==> src/rtl/deadtime_trip_gate.sv <==
module deadtime_trip_gate #(
  parameter int NPH    = 3,
  parameter int CODE_W = 6
) (
  input  logic              clk,
  input  logic              rst_n,
  input  logic              tick,
  input  logic [NPH-1:0]    pwm_in,
  input  logic [CODE_W-1:0] delay_code,
  input  logic              set_trip,
  input  logic              inhibit_n,
  output logic [NPH-1:0]    drv_hi,
  output logic [NPH-1:0]    drv_lo,
  output logic              trip_n
);

  localparam int CNT_W = CODE_W + 1;
  localparam logic [CNT_W-1:0] SPAN = CNT_W'(1) << CODE_W;

  logic [CNT_W-1:0] pdy;
  logic             tripped;
  logic             armed;
  logic             gate;

  assign pdy    = SPAN - {1'b0, delay_code};
  assign gate   = rst_n & ~tripped & inhibit_n;
  assign trip_n = ~tripped;

  // Shutdown latch: forced set in reset, cleared once on the first clock after release.
  always_ff @(posedge clk or negedge rst_n) begin
    if (!rst_n) begin
      tripped <= 1'b1;
      armed   <= 1'b0;
    end else begin
      armed <= 1'b1;
      if (set_trip)    tripped <= 1'b1;
      else if (!armed) tripped <= 1'b0;
    end
  end


  trip_set_chk: assert property (@(posedge clk) disable iff (!rst_n)
    set_trip |=> (!trip_n && drv_hi == '0 && drv_lo == '0));


  trip_hold_chk: assert property (@(posedge clk) disable iff (!rst_n)
    (!trip_n && armed) |=> !trip_n);

  for (genvar i = 0; i < NPH; i++) begin : g_leg
    logic             lvl_q;
    logic [CNT_W-1:0] cnt_q;
    logic             settled;

    assign settled = (cnt_q >= pdy);

    always_ff @(posedge clk or negedge rst_n) begin
      if (!rst_n) begin
        lvl_q <= 1'b0;
        cnt_q <= '0;
      end else if (pwm_in[i] != lvl_q) begin
        lvl_q <= pwm_in[i];
        cnt_q <= '0;
      end else if (tick && !settled) begin
        cnt_q <= cnt_q + 1'b1;
      end
    end

    assign drv_hi[i] = gate &  lvl_q & settled;
    assign drv_lo[i] = gate & ~lvl_q & settled;


    hi_follow_chk: assert property (@(posedge clk) disable iff (!rst_n)
      drv_hi[i] |-> $past(pwm_in[i]));


    lo_follow_chk: assert property (@(posedge clk) disable iff (!rst_n)
      drv_lo[i] |-> !$past(pwm_in[i]));


    fall_now_chk: assert property (@(posedge clk) disable iff (!rst_n)
      (pwm_in[i] != lvl_q) |=> (!drv_hi[i] && !drv_lo[i]));
  end

endmodule

==> config.mk <==
export PLATFORM = sky130hd
export DESIGN_NAME = deadtime_trip_gate
export DESIGN_NICKNAME = d
export VERILOG_FILES = /design/src/rtl/deadtime_trip_gate.sv
export SDC_FILE = /design/constraint.sdc
export NUM_CORES = 1
export LEC_CHECK = 0
export ABC_AREA = 0
export BUFFER_PORTS_ARGS = -buffer_cell sky130_fd_sc_hd__buf_4
export CAP_MARGIN = 20
export CORE_UTILIZATION = 52
export DETAILED_ROUTE_END_ITERATION = 8
export GPL_TIMING_DRIVEN = 1
export HOLD_SLACK_MARGIN = 0.15
export PLACE_DENSITY = 0.75
export SLEW_MARGIN = 20
export SYNTH_ARGS = -nofsm -noshare
export SYNTH_HDL_FRONTEND = slang
export SYNTH_SLANG_ARGS = --single-unit
==> constraint.sdc <==
create_clock -name clk -period 2.1 [get_ports clk]
set_input_delay 0.105 -clock clk [delete_from_list [all_inputs] [get_ports clk]]
set_output_delay 0.105 -clock clk [all_outputs]
set_load 0.005 [all_outputs]
==> impl_summary.log, run 1 <==
[metrics] Slew Limit Fails: 0
[metrics] kind of critical path: reg -> out
[metrics] Worst Hold End: g_leg[2].cnt_q[2]$_DFFE_PN0P_
[metrics] CP Data Required Time: 2.00 ns
[metrics] Synth Net Count: 230
[metrics] final-layout setup total negative slack: -3.96 ns
[metrics] critical-path maximum fanout: 2
[metrics] outcome: complete, but fails checks
[metrics] source of the worst register-to-register timing path: g_leg[1].cnt_q[0]$_DFFE_PN0P_
[metrics] Slew headroom: 0.583
[metrics] placed cell area: 2300 um^2
[metrics] initial core utilization: 0.548
[metrics] Largest delay share family, worst path: compound AO/OA/AOI/OAI gates
[metrics] final critical-path required period: 2.46 ns
[metrics] number of H-tree levels: 1
[metrics] row count: 21
[metrics] transition time at the pin with the least slew margin: 0.623 ns
[metrics] die boundary height: 61.6 um
[metrics] most common library cell in the layout ignoring fill and taps: sky130_fd_sc_hd__buf_4
[metrics] Max-Cap Viols: 0
[metrics] Avg WL per Cell: 20.8 um
[metrics] Critical Path End Type: output port
[metrics] top library cells by usage in the layout, fill and taps aside: sky130_fd_sc_hd__buf_4 (63), sky130_fd_sc_hd__dfrtp_1 (25), sky130_fd_sc_hd__nor2_1 (19)
[metrics] footprint of the flip-flops and latches: 652 um^2
[metrics] I/O pin count: 21
[metrics] Floorplan Core Area: 3360 um^2
[metrics] RSZ-0062 raised after global routing: true
[metrics] post-synthesis sequential area ratio: 0.353
[metrics] final antenna-violating net count: 0
[metrics] DR iter-0 viols: 186
[metrics] Die ar.: 3790 um^2
[metrics] Worst VDD drop: 0.000341 V
[metrics] Sink Count: 26
[metrics] n_diodes: 0
[metrics] power per unit of standard cell area: 444 nW/um^2
[metrics] placed wire-length estimate: 3570 um
[metrics] static leakage: 1.31 nW
[metrics] count of endpoints failing hold in the final timing report: 0
[metrics] async set or reset register ratio after synthesis: 1.00
[metrics] Crit path arrival time: 2.35 ns
[metrics] worst setup path startpoint: g_leg[1].cnt_q[0]$_DFFE_PN0P_
[metrics] cell area after technology mapping: 1840 um^2
[metrics] final worst slack: -0.355 ns
[metrics] most used flip-flop cell after synthesis: sky130_fd_sc_hd__dfrtp_1
[metrics] cell chain of the critical path: inv_1 > ha_1 > nand2b_4 > a21o_1 > a221oi_2 > o211ai_1 > and2_4 > buf_6 > o21bai_4 > nor2_1 > buf_4
[metrics] Finish-stage setup viols: 25
[metrics] largest buffer count on any clock path: 2
[metrics] Warnings, synthesis: 0
[metrics] multi-input combinational cell area: 1500 um^2
[metrics] count of buffers from port buffering: 20
[metrics] sum of routed wire length over all layers: 6730 um
[metrics] fin util: 0.870
[metrics] r2r worst-path depth: 11
[metrics] Buf+Inv Stages, Crit Path: 3
[metrics] minimum hold slack: 0.244 ns
[metrics] initial antenna violation count: 0
[metrics] highest attainable clock frequency: 407 MHz
[metrics] vias post-DR: 2111
[metrics] launching element type of the critical path: flip-flop
[metrics] violated checks: negative setup slack
[metrics] Initial DRT Pass Iterations: 6
[metrics] vias in the first global route: 1994
[metrics] routed vias/inst: 6.52
[metrics] width of the die: 61.6 um
[metrics] worst min path class: in -> reg
[metrics] cell type of the slowest stage on the worst timing path: sky130_fd_sc_hd__dfrtp_1
[metrics] largest net degree at the start of global routing: 27
[metrics] FF+latch count, synth: 26
[metrics] total gr overflow: 0
[metrics] gp weighted congestion: 0.894
[metrics] number of library cell types mapped by synthesis: 47
[metrics] number of logic stages on the critical path including buffering: 11
[metrics] number of nets in the finished design: 309
[metrics] source-to-sink clock delay at the later pin of the worst-skew pair: 0.34 ns
[metrics] cell depth of the worst min-delay path: 5
[metrics] count of flip-flops with a built-in enable after synthesis: 0
[metrics] All-Layer GR Usage: 0.350
[metrics] master cell of the clock root buffer: sky130_fd_sc_hd__clkbuf_4
[metrics] cts bufs inserted: 3
[metrics] worst hold start: tick
[metrics] average cell area after synthesis: 9.22 um^2
[metrics] final instance area: 2930 um^2
[metrics] portion of the clock cycle consumed by the worst path in the final layout: 1.17
[metrics] Worst Clk Skew: 0.00467 ns
[metrics] delay of the slowest cell on the worst path: 0.37 ns
[metrics] register clock-pin slew on the reported worst setup and hold paths: 0.15 ns
[metrics] ratio of cells with drive above 1 in the final layout: 0.500
[metrics] Pwr Total: 1.30 mW
[metrics] first-pass GRT wire length: 9460 um
[metrics] number of instances in the synthesized netlist: 200
[metrics] CTS tree: built
[metrics] fill cell count: 154
[metrics] endpoint of the lowest-slack register-to-register path: g_leg[1].cnt_q[5]$_DFFE_PN0P_
[metrics] Synth-to-Final Area Change: 58.7%
[metrics] Reg2Reg Setup Slack: -0.27 ns
[metrics] number of remaining DRC errors: 0
-- where the power goes --
group          internal [mW]  total [mW]  switching [mW]  leakage (nW)
registers              0.527       0.546          0.0192         0.346
logic                  0.242       0.482           0.240         0.946
clock network          0.106       0.270           0.164        0.0210
-- registers in the layout, indices dropped and copies added, names as in the netlist --
signal	count
g_leg.cnt_q	21
g_leg.lvl_q	3
armed	1
tripped	1
-- layout make-up --
| cell class | count | area share |
|---|---|---|
| well taps | 46 | 0.0197 |
| multi-input cells | 157 | 0.514 |
| flip-flops and latches | 26 | 0.223 |
| clock buffers | 4 | 0.0124 |
| repair buffers | 77 | 0.213 |
| inverters | 14 | 0.0180 |
-- worst reg2reg max path: stages, from the launching register on --
cell	delay, ns
sky130_fd_sc_hd__dfrtp_1	0.37
sky130_fd_sc_hd__inv_1	0.04
sky130_fd_sc_hd__ha_1	0.26
sky130_fd_sc_hd__nand2b_4	0.14
sky130_fd_sc_hd__a21o_1	0.17
sky130_fd_sc_hd__a221oi_2	0.22
sky130_fd_sc_hd__o211ai_1	0.15
sky130_fd_sc_hd__and2_4	0.21
sky130_fd_sc_hd__buf_4	0.13
sky130_fd_sc_hd__buf_6	0.11
sky130_fd_sc_hd__or4_4	0.42
sky130_fd_sc_hd__nand2_2	0.09
-- kinds of logic after synthesis --
kind of cell / count (synthesis) / share of synthesized area
simple gates: 79 / 0.233
compound gates: 44 / 0.185
flops: 26 / 0.353
buf+inv: 17 / 0.0346
fa+ha+maj: 16 / 0.109
xor+xnor: 14 / 0.0665
mux: 3 / 0.0170
other cells: 1 / 0.00203
-- how the worst max path moves through the flow --
stage	end	slack, ns
global placement	g_leg[2].cnt_q[0]$_DFFE_PN0P_	-0.24
global route	drv_hi[1]	-0.44
floorplan	g_leg[0].cnt_q[5]$_DFFE_PN0P_	-0.07
finish	drv_hi[1]	-0.36
detailed placement	g_leg[2].cnt_q[5]$_DFFE_PN0P_	-0.35
CTS	drv_hi[1]	-0.27
-- timing repair --
action,in CTS,in global routing
resized for setup,34,41
endpoints found under the hold margin,30,0
cloned,1,0
hold buffers,5,0
buffers inserted,15,8
endpoints found under the setup margin,18,27
pin swaps,25,26
-- routing by layer --
metal,GRT usage,up-vias,wire (um),share of wire
met5,0,-,0,0
met4,0.232,0,394,0.059
met3,0.0588,64,517,0.077
met2,0.604,157,3430,0.51
met1,0.396,1005,2390,0.36
li1,-,885,-,-
-- metrics by stage --
step           setup slack [ns]  cells
6_report                 -0.355    324
2_1_floorplan           -0.0740    200
3_5_place_dp             -0.351    294
3_3_place_gp             -0.240    294
5_1_grt                  -0.440    324
4_1_cts                  -0.267    319
-- cell usage after synthesis (all sizes together) (3+ instances only) --
cell / count / share of area
nand2: 14 / 0.028
a31o: 3 / 0.014
and3: 6 / 0.020
nand4: 5 / 0.017
o211ai: 3 / 0.012
inv: 14 / 0.028
nand3: 9 / 0.024
nor3: 8 / 0.024
xor2: 5 / 0.024
xnor2: 9 / 0.043
nor4: 4 / 0.022
nor2: 22 / 0.049
nor3b: 3 / 0.015
dfrtp: 25 / 0.34
ha: 16 / 0.11
o21bai: 3 / 0.012
o21ai: 5 / 0.014
clkbuf: 3 / 0.0061
or4: 3 / 0.014
a21o: 6 / 0.024
a21oi: 10 / 0.027
No activity file was read; power rests on OpenSTA's default activity.
==> run 2, diff against run 1 <==
- SETUP_SLACK_MARGIN: default -> 0.4
==> run 2 against run 1 <==
Against the previous run: global-route usage is 8.0 points lower; clock skew grew 0.00073 ns; die area unchanged; largest power group unchanged; via count decreased by 12%; largest cell class unchanged; register-to-register slack better by 0.09 ns; non-clock buffer count decreased by 8; clock power down 14%; highest routed layer unchanged; sequential share of layout area is 0.68 points higher; the flow still finishes with violations (negative setup slack); worst setup slack gained 0.12 ns; critical path depth did not move.
==> impl_summary.log, run 2 (synthesized netlist as in run 1, its figures left out) <==
[metrics] Finish-stage setup viols: 21
[metrics] n_diodes: 0
[metrics] violated checks: negative setup slack
[metrics] top library cells by usage in the layout, fill and taps aside: sky130_fd_sc_hd__buf_4 (56), sky130_fd_sc_hd__dfrtp_1 (25), sky130_fd_sc_hd__nor2_1 (20)
[metrics] final critical-path required period: 2.34 ns
[metrics] GRT Max-Usage Layer: met2
[metrics] worst slack at placement: -0.161 ns
[metrics] outcome: complete, but fails checks
[metrics] DP Cell Count: 291
[metrics] Initial DRT Pass Iterations: 4
[metrics] RSZ-0062 raised after global routing: true
[metrics] proportion of power drawn by the clock network: 0.191
[metrics] internal power contribution: 0.822 mW
[metrics] final instance area: 2840 um^2
[metrics] portion of the clock cycle consumed by the worst path in the final layout: 1.11
[metrics] master cell of the clock root buffer: sky130_fd_sc_hd__clkbuf_4
[metrics] power per unit of standard cell area: 429 nW/um^2
[metrics] cts bufs inserted: 3
[metrics] minimum hold slack: 0.238 ns
[metrics] highest attainable clock frequency: 428 MHz
[metrics] Worst VDD drop: 0.000326 V
[metrics] source-to-sink clock delay at the later pin of the worst-skew pair: 0.32 ns
[metrics] row count: 21
[metrics] largest register by flop count: g_leg.cnt_q
[metrics] final standard cell count with taps included and fillers excluded: 316
[metrics] cell chain of the critical path: buf_4 > or4_4 > buf_4 > nor3_4 > buf_4 > o41ai_2 > a21boi_1 > and2_4 > o21bai_4 > nor2_1 > buf_4
[metrics] Sink Count: 26
[metrics] switching power share of the total: 0.325
[metrics] transition time at the pin with the least slew margin: 0.602 ns
[metrics] gp weighted congestion: 0.851
[metrics] routed vias/inst: 5.88
[metrics] Avg WL per Cell: 17.7 um
[metrics] Synth-to-Final Area Change: 54.0%
[metrics] power share of the sequential group: 0.449
[metrics] met1 global-route usage: 0.367
[metrics] number of H-tree levels: 1
[metrics] count of endpoints failing hold in the final timing report: 0
[metrics] register clock-pin slew on the reported worst setup and hold paths: 0.15 ns
[metrics] number of nets in the finished design: 301
[metrics] number of remaining DRC errors: 0
[metrics] I/O pin count: 21
[metrics] cell type of the slowest stage on the worst timing path: sky130_fd_sc_hd__or4_4
[metrics] cell repeated most along the worst path: sky130_fd_sc_hd__buf_4
[metrics] final-layout setup total negative slack: -2.24 ns
[metrics] first-pass GRT wire length: 7470 um
[metrics] number of flip-flops in the largest register: 21
[metrics] Max-Cap Viols: 0
[metrics] launching element type of the critical path: input pin
[metrics] CP Data Required Time: 2.00 ns
[metrics] Slew headroom: 0.596
[metrics] worst min path class: in -> async
[metrics] Crit path arrival time: 2.23 ns
[metrics] CTS tree: built
[metrics] most common library cell in the layout ignoring fill and taps: sky130_fd_sc_hd__buf_4
[metrics] initial core utilization: 0.548
[metrics] Comb power frac: 0.360
[metrics] ratio of cells with drive above 1 in the final layout: 0.448
[metrics] placed cell area: 2430 um^2
[metrics] registers with the most flip-flops: g_leg.cnt_q x21, g_leg.lvl_q x3
[metrics] fin util: 0.844
[metrics] Die ar.: 3790 um^2
[metrics] final worst slack: -0.238 ns
[metrics] placed wire-length estimate: 3520 um
[metrics] met3 routing resource usage after global routing: 0.0378
[metrics] Critical Path End Type: output port
[metrics] All-Layer GR Usage: 0.270
[metrics] Global Route met2 Usage: 0.465
[metrics] Worst Clk Skew: 0.00540 ns
[metrics] count of buffers from port buffering: 20
[metrics] kind of critical path: in -> out
[metrics] die boundary height: 61.6 um
[metrics] static leakage: 1.27 nW
[metrics] critical-path maximum fanout: 4
[metrics] fill cell count: 188
[metrics] delay of the slowest cell on the worst path: 0.55 ns
[metrics] DR iter-0 viols: 132
[metrics] initial antenna violation count: 0
[metrics] vias post-DR: 1857
[metrics] sum of routed wire length over all layers: 5590 um
[metrics] vias in the first global route: 1663
[metrics] largest buffer count on any clock path: 2
[metrics] NetSw: 0.397 mW
[metrics] total gr overflow: 0
[metrics] final antenna-violating net count: 0
[metrics] Slew Limit Fails: 0
[metrics] Floorplan Core Area: 3360 um^2
[metrics] width of the die: 61.6 um
[metrics] Pwr Total: 1.22 mW
[metrics] largest net degree at the start of global routing: 27
-- run 2: cell type report --
| type | count | area, um^2 | area share |
|---|---|---|---|
| repair buffers | 69 | 587 | 0.207 |
| inverters | 14 | 55.1 | 0.0194 |
| well taps | 46 | 57.6 | 0.0203 |
| multi-input cells | 157 | 1460 | 0.515 |
| clock buffers | 4 | 26.3 | 0.00925 |
| flip-flops and latches | 26 | 652 | 0.230 |
-- run 2: layer usage --
layer	share of wire	routed length, um
met5	0	0
met2	0.51	2840
met4	0.018	102
met1	0.43	2420
met3	0.040	224
-- run 2: critical path: cells and delay by family --
kind | cells | cell delay [ns]
AO/OA/AOI/OAI | 3 | 0.39
buffers and inverters | 4 | 0.65
AND/OR/NAND/NOR | 4 | 1.10
-- run 2: timing repair --
action / CTS / global route
hold endpoints to repair: 30 / 0
resized for setup: 19 / 18
setup endpoints to repair: 27 / 27
buffers inserted: 8 / 6
hold buffers: 6 / 0
pin swaps: 12 / 18
gates cloned: 1 / 0
-- run 2: final timing paths --
check,start,endpoint,slack (ns),cells after the start
setup / recovery,delay_code[2],drv_hi[1],-0.24,11
hold / removal,rst_n,g_leg[2].cnt_q[5]$_DFFE_PN0P_,0.24,3
setup reg to reg,g_leg[2].cnt_q[0]$_DFFE_PN0P_,g_leg[2].cnt_q[1]$_DFFE_PN0P_,-0.18,11
hold reg to reg,armed$_DFF_PN0_,tripped$_DFFE_PN1P_,0.50,1
max in group asynchronous,rst_n,tripped$_DFFE_PN1P_,1.64,3
min in group clk,tick,g_leg[0].cnt_q[3]$_DFFE_PN0P_,0.27,5
-- run 2: power by group through the flow --
stage / Combinational (mW) / Sequential (mW) / Clock [mW]
5_1_grt: 0.469 / 0.550 / 0.255
6_report: 0.438 / 0.548 / 0.233
2_1_floorplan: 0.185 / 0.558 / 0
3_5_place_dp: 0.329 / 0.557 / 0
3_3_place_gp: 0.310 / 0.555 / 0
4_1_cts: 0.385 / 0.547 / 0.234
==> run 3, diff against run 2 <==
- BUFFER_PORTS_ARGS: -buffer_cell sky130_fd_sc_hd__buf_4 -> default
- CORE_UTILIZATION: 52 -> 57
- DONT_BUFFER_PORTS: default -> 1
==> run 3 against run 2 <==
Against the previous run: the flow still finishes with violations (negative setup slack); global-route usage is 4.3 points higher; core utilization rose by 5.3 points; total power rose by 11%; critical path type is now reg -> out; critical endpoint is now drv_hi[0].
==> impl_summary.log, run 3 (synthesized netlist as in run 1, its figures left out) <==
[metrics] vias post-DR: 1820
[metrics] registers with the most flip-flops: g_leg.cnt_q x21, g_leg.lvl_q x3
[metrics] initial antenna violation count: 0
[metrics] RSZ-0062 raised after global routing: true
[metrics] fill cell count: 140
[metrics] critical-path maximum fanout: 2
[metrics] Die ar.: 3470 um^2
[metrics] static leakage: 1.16 nW
[metrics] top library cells by usage in the layout, fill and taps aside: sky130_fd_sc_hd__dfrtp_1 (24), sky130_fd_sc_hd__buf_4 (21), sky130_fd_sc_hd__nor2_1 (18)
[metrics] kind of critical path: reg -> out
[metrics] row count: 20
[metrics] largest buffer count on any clock path: 2
[metrics] placed cell area: 2170 um^2
[metrics] final worst slack: -0.150 ns
[metrics] number of remaining DRC errors: 0
[metrics] CP Data Required Time: 2.00 ns
[metrics] source-to-sink clock delay at the later pin of the worst-skew pair: 0.35 ns
[metrics] cts bufs inserted: 3
[metrics] Worst VDD drop: 0.000433 V
[metrics] number of H-tree levels: 1
[metrics] initial core utilization: 0.604
[metrics] CTS tree: built
[metrics] most common library cell in the layout ignoring fill and taps: sky130_fd_sc_hd__dfrtp_1
[metrics] largest register by flop count: g_leg.cnt_q
[metrics] Slew Limit Fails: 0
[metrics] Avg WL per Cell: 21.1 um
[metrics] count of endpoints failing hold in the final timing report: 0
[metrics] gp weighted congestion: 0.795
[metrics] Worst Clk Skew: 0.0122 ns
[metrics] routed vias/inst: 6.41
[metrics] power per unit of standard cell area: 496 nW/um^2
[metrics] total gr overflow: 0
[metrics] Pwr Total: 1.36 mW
[metrics] Floorplan Core Area: 3050 um^2
[metrics] final-layout setup total negative slack: -1.81 ns
[metrics] n_diodes: 0
[metrics] final critical-path required period: 2.25 ns
[metrics] Comb power frac: 0.330
[metrics] worst slack at placement: -0.0115 ns
[metrics] placed wire-length estimate: 3070 um
[metrics] count of buffers from port buffering: 0
[metrics] ratio of cells with drive above 1 in the final layout: 0.421
[metrics] Initial DRT Pass Iterations: 4
[metrics] All-Layer GR Usage: 0.313
[metrics] width of the die: 58.9 um
[metrics] internal power contribution: 0.941 mW
[metrics] launching element type of the critical path: flip-flop
[metrics] final instance area: 2740 um^2
[metrics] highest attainable clock frequency: 444 MHz
[metrics] outcome: complete, but fails checks
[metrics] master cell of the clock root buffer: sky130_fd_sc_hd__clkbuf_4
[metrics] Critical Path End Type: output port
[metrics] number of flip-flops in the largest register: 21
[metrics] NetSw: 0.417 mW
[metrics] Slew headroom: 0.486
[metrics] first-pass GRT wire length: 8000 um
[metrics] multi-input combinational cell area: 1560 um^2
[metrics] I/O pin count: 21
[metrics] vias in the first global route: 1762
[metrics] final antenna-violating net count: 0
[metrics] sum of routed wire length over all layers: 6000 um
[metrics] Synth-to-Final Area Change: 48.5%
[metrics] worst min path class: in -> async
[metrics] Sink Count: 26
[metrics] violated checks: negative setup slack
[metrics] switching power share of the total: 0.307
[metrics] die boundary height: 58.9 um
[metrics] transition time at the pin with the least slew margin: 0.766 ns
[metrics] portion of the clock cycle consumed by the worst path in the final layout: 1.07
[metrics] Max-Cap Viols: 0
[metrics] DR iter-0 viols: 139
[metrics] power share of the sequential group: 0.404
[metrics] Finish-stage setup viols: 24
[metrics] footprint of the flip-flops and latches: 653 um^2
[metrics] largest net degree at the start of global routing: 27
[metrics] number of nets in the finished design: 271
[metrics] proportion of power drawn by the clock network: 0.266
[metrics] fin util: 0.897
[metrics] register clock-pin slew on the reported worst setup and hold paths: 0.16 ns
[metrics] Crit path arrival time: 2.15 ns
[run 3: changes by cell type in the layout (fill, tap and decap cells not counted), moves of 2 or more]
cell	change
sky130_fd_sc_hd__a21oi_4	+2
sky130_fd_sc_hd__nand3_1	-2
sky130_fd_sc_hd__nor2_2	+2
sky130_fd_sc_hd__buf_6	+5
sky130_fd_sc_hd__buf_12	-2
sky130_fd_sc_hd__nor2_1	-2
sky130_fd_sc_hd__buf_4	-35
[run 3: through the flow]
step | cells | hold slack (ns)
after global placement | 256 | -0.190
after floorplan | 200 | -0.191
final | 284 | 0.181
after global routing | 284 | 0.198
after CTS | 279 | 0.165
after detailed placement | 256 | -0.190
[run 3: path summary, 6_finish.rpt]
| check | startpoint | endpoint | slack, ns | depth (start not counted) |
|---|---|---|---|---|
| worst max-delay path | g_leg[0].cnt_q[0]$_DFFE_PN0P_ | drv_hi[0] | -0.15 | 9 |
| worst min-delay path | rst_n | g_leg[1].cnt_q[2]$_DFFE_PN0P_ | 0.18 | 2 |
| worst max register to register | g_leg[1].cnt_q[0]$_DFFE_PN0P_ | g_leg[1].cnt_q[3]$_DFFE_PN0P_ | -0.14 | 10 |
| worst min register to register | armed$_DFF_PN0_ | tripped$_DFFE_PN1P_ | 0.48 | 1 |
| max in group asynchronous | rst_n | tripped$_DFFE_PN1P_ | 1.69 | 2 |
| min in group clk | tick | g_leg[0].cnt_q[2]$_DFFE_PN0P_ | 0.25 | 4 |
[run 3: layout make-up]
type,instances,area share
multi-input cells,157,0.569
flip-flops and latches,26,0.238
repair buffers,39,0.133
inverters,14,0.0201
well taps,44,0.0201
clock inverters,1,0.0110
clock buffers,3,0.00822
[run 3: critical path: stages (launching register included)]
cell                       delay [ns]
sky130_fd_sc_hd__dfrtp_1         0.39
sky130_fd_sc_hd__inv_1           0.05
sky130_fd_sc_hd__ha_1            0.26
sky130_fd_sc_hd__nand2b_4        0.11
sky130_fd_sc_hd__a211o_1         0.13
sky130_fd_sc_hd__o221ai_2        0.11
sky130_fd_sc_hd__a221oi_4        0.35
sky130_fd_sc_hd__buf_6           0.16
sky130_fd_sc_hd__nor2_4          0.04
sky130_fd_sc_hd__nor3b_2         0.20
[run 3: power groups by stage]
stage	Clock (mW)	Sequential, mW	Combinational, mW
after detailed placement	0	0.558	0.264
final	0.361	0.549	0.448
after floorplan	0	0.558	0.185
after CTS	0.360	0.546	0.370
after global routing	0.371	0.551	0.480
after global placement	0	0.556	0.247
[run 3: repair_timing]
item / 4_1_cts / 5_1_grt
endpoints found under the hold margin: 47 / 0
hold buffers: 7 / 0
pin swaps: 23 / 21
resized for setup: 37 / 22
gates cloned: 1 / 0
setup endpoints to repair: 27 / 27
buffers inserted: 11 / 5
[run 3: layer usage]
metal	GRT usage	up-vias	wire length (um)
li1	-	812	-
met1	0.388	880	2350
met2	0.544	106	3020
met3	0.0396	22	440
met4	0.143	0	192
met5	0	-	0
